<file path="src/rtl/pm_pkg.sv">
package pm_pkg;
  localparam int ST_LSB   = 0;
  localparam int NSR_BIT  = 3;
  localparam int EN_BIT   = 8;
  localparam int STS_BIT  = 15;
  localparam logic [1:0] ENC_D0 = 2'd0;
  localparam logic [1:0] ENC_D3 = 2'd3;

  localparam logic [15:0] CAP_VERSION = 16'h0002;
  localparam logic [15:0] CAP_WAKE_SUPPORT = 16'hC800;

  typedef enum logic [1:0] {
    CLS_D0    = 2'd0,
    CLS_UNSUP = 2'd1,
    CLS_D3    = 2'd3
  } pwr_class_t;

  function automatic pwr_class_t classify(input logic [1:0] enc);
    if (enc == ENC_D0)      return CLS_D0;
    else if (enc == ENC_D3) return CLS_D3;
    else                    return CLS_UNSUP;
  endfunction
endpackage

</file>
<file path="src/rtl/pm_wr_decode.sv">
module pm_wr_decode #(
  parameter int IDX_W    = 6,
  parameter int CTRL_IDX = 1
) (
  input  logic             acc_valid,
  input  logic             acc_write,
  input  logic [IDX_W-1:0] acc_idx,
  input  logic [1:0]       acc_off,
  input  logic [2:0]       acc_size,
  input  logic [31:0]      acc_wdata,
  output logic             wr_hit,
  output logic             lo_we,
  output logic [1:0]       lo_state,
  output logic             hi_we,
  output logic             hi_en,
  output logic             hi_clr
);
  logic       hit_wide;
  logic       hit_byte1;
  logic [7:0] hi_byte;
  logic       unused_wdata;

  assign wr_hit    = acc_valid && acc_write && (acc_idx == IDX_W'(CTRL_IDX));
  assign hit_wide  = (acc_off == 2'd0) && ((acc_size == 3'd2) || (acc_size == 3'd4));
  assign hit_byte1 = (acc_off == 2'd1) && (acc_size == 3'd1);

  assign lo_we    = wr_hit && (acc_off == 2'd0);
  assign lo_state = acc_wdata[1:0];
  assign hi_we    = wr_hit && (hit_wide || hit_byte1);
  assign hi_byte  = hit_wide ? acc_wdata[15:8] : acc_wdata[7:0];
  assign hi_en    = hi_byte[0];
  assign hi_clr   = hi_byte[7];

  assign unused_wdata = ^{acc_wdata};
endmodule

</file>
<file path="src/rtl/pm_ctrl_regs.sv">
module pm_ctrl_regs
  import pm_pkg::*;
(
  input  logic        clk,
  input  logic        rst_n,
  input  logic        nsr_cfg,
  input  logic        lo_we,
  input  logic [1:0]  lo_state,
  input  logic        hi_we,
  input  logic        hi_en,
  input  logic        hi_clr,
  input  logic        wake_req,
  output logic [1:0]  state_q,
  output logic [1:0]  state_d,
  output logic [15:0] csr_word,
  output logic        pme_pulse
);
  logic en_q, sts_q, nsr_q;
  logic en_d, sts_d;
  logic wake_hit;

  assign wake_hit = wake_req && (state_q == ENC_D3) && en_q;
  assign state_d  = lo_we ? lo_state : state_q;
  assign en_d     = hi_we ? hi_en : en_q;

  always_comb begin
    sts_d = sts_q;
    if (hi_we && hi_clr) sts_d = 1'b0;
    if (wake_hit)        sts_d = 1'b1;
  end

  always_ff @(posedge clk) begin
    if (!rst_n) begin
      state_q   <= ENC_D0;
      en_q      <= 1'b0;
      sts_q     <= 1'b0;
      nsr_q     <= nsr_cfg;
      pme_pulse <= 1'b0;
    end else begin
      state_q   <= state_d;
      en_q      <= en_d;
      sts_q     <= sts_d;
      pme_pulse <= wake_hit;
    end
  end

  always_comb begin
    csr_word = '0;
    csr_word[ST_LSB +: 2] = state_q;
    csr_word[NSR_BIT]     = nsr_q;
    csr_word[EN_BIT]      = en_q;
    csr_word[STS_BIT]     = sts_q;
  end
endmodule

</file>
<file path="src/rtl/pm_change_evt.sv">
module pm_change_evt
  import pm_pkg::*;
(
  input  logic       clk,
  input  logic       rst_n,
  input  logic       wr_hit,
  input  logic [1:0] enc_before,
  input  logic [1:0] enc_after,
  output logic       chg_valid,
  output logic [1:0] chg_old,
  output logic [1:0] chg_new
);
  pwr_class_t cls_before, cls_after;

  assign cls_before = classify(enc_before);
  assign cls_after  = classify(enc_after);

  always_ff @(posedge clk) begin
    if (!rst_n) begin
      chg_valid <= 1'b0;
      chg_old   <= 2'd0;
      chg_new   <= 2'd0;
    end else begin
      chg_valid <= wr_hit && (cls_before != cls_after);
      if (wr_hit) begin
        chg_old <= cls_before;
        chg_new <= cls_after;
      end
    end
  end
endmodule

</file>
<file path="src/rtl/pm_cap_regs.sv">
module pm_cap_regs
  import pm_pkg::*;
#(
  parameter int IDX_W       = 6,
  parameter int CTRL_IDX    = 1,
  parameter bit PME_SUPPORT = 1'b1
) (
  input  logic             clk,
  input  logic             rst_n,
  input  logic             nsr_cfg,
  input  logic             cfg_valid,
  output logic             cfg_ready,
  input  logic             cfg_write,
  input  logic [IDX_W-1:0] cfg_idx,
  input  logic [1:0]       cfg_offset,
  input  logic [2:0]       cfg_size,
  input  logic [31:0]      cfg_wdata,
  output logic             rd_valid,
  output logic [31:0]      rd_data,
  output logic [15:0]      cap_word,
  input  logic             wake_req,
  output logic             pme_pulse,
  output logic [1:0]       pwr_state,
  output logic             chg_valid,
  output logic [1:0]       chg_old,
  output logic [1:0]       chg_new
);
  logic        wr_hit, lo_we, hi_we, hi_en, hi_clr;
  logic [1:0]  lo_state, state_q, state_d;
  logic [15:0] csr_word;

  assign cfg_ready = 1'b1;
  assign pwr_state = state_q;

  generate
    if (PME_SUPPORT) begin : g_wake_cap
      assign cap_word = CAP_VERSION | CAP_WAKE_SUPPORT;
    end else begin : g_plain_cap
      assign cap_word = CAP_VERSION;
    end
  endgenerate

  pm_wr_decode #(.IDX_W(IDX_W), .CTRL_IDX(CTRL_IDX)) u_dec (
    .acc_valid(cfg_valid), .acc_write(cfg_write), .acc_idx(cfg_idx),
    .acc_off(cfg_offset), .acc_size(cfg_size), .acc_wdata(cfg_wdata),
    .wr_hit(wr_hit), .lo_we(lo_we), .lo_state(lo_state),
    .hi_we(hi_we), .hi_en(hi_en), .hi_clr(hi_clr)
  );

  pm_ctrl_regs u_regs (
    .clk(clk), .rst_n(rst_n), .nsr_cfg(nsr_cfg),
    .lo_we(lo_we), .lo_state(lo_state), .hi_we(hi_we), .hi_en(hi_en),
    .hi_clr(hi_clr), .wake_req(wake_req), .state_q(state_q),
    .state_d(state_d), .csr_word(csr_word), .pme_pulse(pme_pulse)
  );

  pm_change_evt u_evt (
    .clk(clk), .rst_n(rst_n), .wr_hit(wr_hit),
    .enc_before(state_q), .enc_after(state_d),
    .chg_valid(chg_valid), .chg_old(chg_old), .chg_new(chg_new)
  );

  always_ff @(posedge clk) begin
    if (!rst_n) begin
      rd_valid <= 1'b0;
      rd_data  <= '0;
    end else begin
      rd_valid <= cfg_valid && !cfg_write;
      if (cfg_valid && !cfg_write)
        rd_data <= (cfg_idx == IDX_W'(CTRL_IDX)) ? {16'h0000, csr_word} : 32'h0;
    end
  end
endmodule

</file>
<file path="config.mk">
export PLATFORM = sky130hd
export DESIGN_NAME = pm_cap_regs
export DESIGN_NICKNAME = d
export VERILOG_FILES = /design/src/rtl/pm_pkg.sv /design/src/rtl/pm_wr_decode.sv /design/src/rtl/pm_ctrl_regs.sv /design/src/rtl/pm_change_evt.sv /design/src/rtl/pm_cap_regs.sv
export SDC_FILE = /design/constraint.sdc
export NUM_CORES = 1
export LEC_CHECK = 0
export BUFFER_PORTS_ARGS = -buffer_cell sky130_fd_sc_hd__buf_2
export CAP_MARGIN = 20
export CORE_MARGIN = 2
export CORE_UTILIZATION = 37
export CTS_CLUSTER_SIZE = 14
export DETAILED_ROUTE_END_ITERATION = 6
export GPL_TIMING_DRIVEN = 0
export PLACE_DENSITY_LB_ADDON = 0.3
export SLEW_MARGIN = 30
export SYNTH_ARGS = -nofsm -noshare
export SYNTH_HDL_FRONTEND = slang
export SYNTH_SLANG_ARGS = --single-unit
</file>
<file path="constraint.sdc">
create_clock -name clk -period 1.7 [get_ports clk]
set_input_delay 0.34 -clock clk [delete_from_list [all_inputs] [get_ports clk]]
set_output_delay 0.34 -clock clk [all_outputs]
set_load 0.03 [all_outputs]
</file>
# Yosys cells after proc, flatten, opt, wreduce, memory -nomap -nowiden
# Index checks and enable logic that the tools add are counted.
dict set report totals {
  in_bits 49
  reg_bits 44
  elab_cells 45
  output_inout_bits 58
}
dict set report op_classes {
  n_reduce_logical 18
  n_eq_ne 8
  n_mux 9
}
# operator count
set op_table {}
lappend op_table {{16-bit 2-to-1 mux} 1}
lappend op_table {{1-bit logical AND} 11}
lappend op_table {{2-bit 2-to-1 mux} 5}
lappend op_table {{8-bit 2-to-1 mux} 1}
lappend op_table {{6-bit by 1-bit == test with 1-bit output (second input constant)} 1}
lappend op_table {{2-bit zero test} 3}
lappend op_table {{2-bit == test (second input constant)} 2}
lappend op_table {{3-bit by 1-bit == test with 1-bit output (second input constant)} 1}
lappend op_table {{3-bit by 2-bit == test with 1-bit output (second input constant)} 1}
lappend op_table {{3-bit == test (second input constant)} 1}
lappend op_table {{2-bit by 1-bit == test with 1-bit output (second input constant)} 1}
lappend op_table {{1-bit logical OR} 2}
lappend op_table {{1-bit 2-to-1 mux} 2}
lappend op_table {{2-bit != test} 1}
lappend op_table {{2-bit nonzero test} 1}
lappend op_table {{1-bit zero test} 1}

# Depth between registers and ports, before layout
dict set report logic_depth {
  depth_word 9
  mapped_depth 5
  depth_no_buf 4
}

# Cells and area by module
# Synthesis repeated with hierarchy kept, for this count alone.
dict set report hier_totals {
  hier_cells 189
  hier_area_um2 1669.1
}
# module area_per_inst_um2 n_inst seq_area_each_um2 cells_per_inst
set by_module_without_submodules {}
lappend by_module_without_submodules {pm_cap_regs 982.2 1 340.3 113}
lappend by_module_without_submodules {pm_ctrl_regs 347.8 1 130.1 36}
lappend by_module_without_submodules {pm_change_evt 230.2 1 100.1 24}
lappend by_module_without_submodules {pm_wr_decode 108.9 1 0.0 16}

# Worst setup path before layout
# No wires, ideal clock.
dict set report synth_timing {
  path_kind {input to register}
  startpoint {in cfg_idx[3]}
  endpoint {reg u_evt.chg_valid}
  cell_stages 3
  slack_ps 334
  n_path_buf 0
  t_arrival_ps 1263
  path_cell_list {nor4b_4 -> nand3_1 -> a2111oi_2}
}
dict set report synth_via {
  elab_chain_len 9
}
# item line
set synth_rtl {}
lappend synth_rtl {{start: declaration} pm_cap_regs.sv:14} ;# input logic [IDX_W-1:0] cfg_idx,
lappend synth_rtl {{6-bit by 1-bit == test with 1-bit output *} pm_wr_decode.sv:23} ;# assign wr_hit = acc_valid && acc_write && (acc_idx == IDX_W'(CTRL_IDX));
lappend synth_rtl {{1-bit logical AND *} pm_wr_decode.sv:23}
lappend synth_rtl {{1-bit logical AND} pm_wr_decode.sv:27} ;# assign lo_we = wr_hit && (acc_off == 2'd0);
lappend synth_rtl {{2-bit 2-to-1 mux} pm_ctrl_regs.sv:23} ;# assign state_d = lo_we ? lo_state : state_q;
lappend synth_rtl {{2-bit == test} pm_pkg.sv:20} ;# else if (enc == ENC_D3) return CLS_D3;
lappend synth_rtl {{2-bit 2-to-1 mux} pm_pkg.sv:20}
lappend synth_rtl {{2-bit 2-to-1 mux} pm_pkg.sv:19} ;# if (enc == ENC_D0) return CLS_D0;
lappend synth_rtl {{2-bit != test} pm_change_evt.sv:24} ;# chg_valid <= wr_hit && (cls_before != cls_after);
lappend synth_rtl {{1-bit logical AND *} pm_change_evt.sv:24}
lappend synth_rtl {{end signal: assignment} pm_change_evt.sv:24}
lappend synth_rtl {{end: declaration} pm_change_evt.sv:9} ;# output logic chg_valid,
# Every way passes the cells marked *; elsewhere a longest branch is shown, timed or not.
# A chain may end at the register's enable or synchronous reset.

# Final worst setup path
# Same ends and word-level chain as after synthesis.

==> metrics <==
status completed; Die Y between 50 and 60 µm; Initial Util a little under two fifths; Synth area leaders buf_4 29%, dfxtp_1 28%, a21oi_1 4.4%; CP max stage delay approximately 0.47 ns; YS warnings 0; Die Footprint 3569 µm²; initial antenna violation count 0; setup bufs post-CTS 0; remaining antenna violation count 0; grt ovf 0; Site Rows 20; Nets between 200 and 300; fin area 1551 µm²; CTS tree yes; crit share post-route between 80% and 90%; CTS buffer count 3; worst skew pair latency approximately 0.29 ns; Seq/Total Area, Yosys roughly 30%; final count of hold timing violations 0; Setup crit end kind flop; crit path DAT roughly 1.6 ns; Cell Int Power ~0.6 mW; Area Growth Syn to Fin 34.93%; hpwl dp around 1900 µm; r2r setup slk 0.46 ns; Startpoint Class primary input; most frequent cells in the layout 44 x buf_4, 44 x conb_1, 35 x buf_2, 16 x dfxtp_1, 12 x nand2_1; max-slew violations 0; Placed Area around 1500 µm²; Post-synth top flop dfxtp_1; TNS Setup 0 ns; Hold Buf Count CTS 0; first-pass GRT wire length about 3500 µm; Gate power share 32.0%; crit path max-delay cell type nor4b_4; WL/cell 8.741 µm; post_cts resized 0; worst path cell trace buf_2 -> nor4b_4 -> nand3_1 -> a2111oi_2; Mean Syn Cell Area 8.393 µm²; clock share of power 23.1%; CP required around 1.9 ns; detailed-route via count between 1000 and 1500; Placeable Area 3003 µm²; Sequential Power Share 44.9%; clock slew at reported path FFs roughly 0.090 ns; clk buf depth 2; pwr/cell area 582.6 nW/µm²; TritonRoute pass-1 iters 2; Synth top area share between 20 and 30%; share of cells above drive strength 1 about two fifths; clock sink count 17; Hold Crit Class in2reg; Vias/cell between 4 and 5; DRC viols 0; Fin Clk Skew about 0.0024 ns; Worst VDD drop approximately 0.24 mV; Root Driver clkbuf_4; switching power between 0.3 and 0.4 mW; I/O pins 107; switching share of power around 34%; FMAX 722.9 MHz; Async SR Flop Fraction 0%; DRT iter0 DRCs 27; Gate Count Post-Synth 137; PortBufs 35; max-cap check violation count 0; WS Path Type in2reg; mapped cell area between 1000 and 1500 µm²; final core occ around half; Antenna diodes 0; RSZ-0062 raised after global routing false; Tmin final ~1.4 ns; area leader, netlist buf_4; synthesis-stage register bit count 17; CTS H-tree depth 1; largest net degree at the start of global routing 11; die width 59.75 µm; Final Hold Slack ~0.22 ns; largest fanout on the critical path 7; Tot GR Track Use ~12%; gp weighted congestion 0.7611; number of global-route vias before repair ~850; leakage ~0.8 nW; final wirelength 2194 µm; post-synth cell types 33; Setup-failing EPs final 0; number of synthesized flops with an enable pin 1
-- worst max-delay path: cells and delay by family --
family                 cells  cell delay (ns)
AND/OR/NAND/NOR            2             0.74
AO/OA/AOI/OAI              1             0.38
buffers and inverters      1             0.12
-- synth_stat cells (2+ instances only) --
cell type  number
buf_4          44
dfxtp_1        16
nand2_1        12
a21oi_1        10
nand3_1         9
nor2_1          9
nor3_1          3
xnor2_1         3
a311oi_1        2
clkbuf_1        2
conb_1          2
mux2i_1         2
nor4bb_1        2
o21ai_0         2
-- stage by stage --
stage	setup slack, ns	power, mW	instances
2_1_floorplan	0.3339	0.6546	179
3_3_place_gp	0.06255	0.6992	247
3_5_place_dp	0.005695	0.6997	247
4_1_cts	0.3060	0.9092	251
5_1_grt	0.2135	0.9485	251
6_report	0.3167	0.9039	251
-- final cells by class --
class / count / area [µm²]
buffer: 47 / 341.6
clock buffer: 3 / 22.52
clock inverter: 1 / 5.005
fill: 311 / 1451
inverter: 1 / 3.754
multi-input combinational: 114 / 611.8
sequential: 17 / 350.3
tap: 33 / 41.29
timing repair buffer: 35 / 175.2
-- cells by family (layout without fill, tap and decap cells) --
| family | after synthesis | count (layout) | synth area share, % |
|---|---|---|---|
| xor+xnor | 4 | 4 | 3.047 |
| flops | 17 | 17 | 30.47 |
| simple gates | 44 | 44 | 22.42 |
| buf+inv | 48 | 87 | 30.03 |
| other cells | 2 | 44 | 0.6531 |
| mux | 2 | 2 | 1.741 |
| compound gates | 20 | 20 | 11.64 |
-- worst paths after layout --
check / start / cells after the start / end
setup / recovery: cfg_idx[3] / 4 / u_evt.chg_valid
hold / removal: nsr_cfg / 1 / u_regs.nsr_q
setup reg to reg: u_regs.state_q[0] / 4 / u_evt.chg_new[0]
hold reg to reg: u_evt.chg_new[0] / 2 / u_evt.chg_new[0]
-- per-layer routing --
| metal | global-route usage [%] | vias up | wire, µm |
|---|---|---|---|
| met1 | 15.47 | 410 | 972 |
| met5 | 0 | - | 0 |
| met3 | 1.732 | 5 | 230 |
| met2 | 20.96 | 53 | 952 |
| met4 | 5.714 | 0 | 39 |
| li1 | - | 540 | - |
-- power by group through the flow --
stage / Sequential, mW / Combinational (mW) / Clock [mW]
finish: 0.406 / 0.289 / 0.209
global route: 0.406 / 0.309 / 0.233
CTS: 0.406 / 0.285 / 0.218
detailed placement: 0.415 / 0.285 / 0
global placement: 0.415 / 0.284 / 0
floorplan: 0.417 / 0.237 / 0
-- registers in the layout, summed over array words and instances (netlist names) --
signal            flops
rd_data               5
rd_valid              1
u_evt.chg_new         2
u_evt.chg_old         2
u_evt.chg_valid       1
u_regs.en_q           1
u_regs.nsr_q          1
u_regs.pme_pulse      1
u_regs.state_q        2
u_regs.sts_q          1
Power figures use the tool's default switching activity.
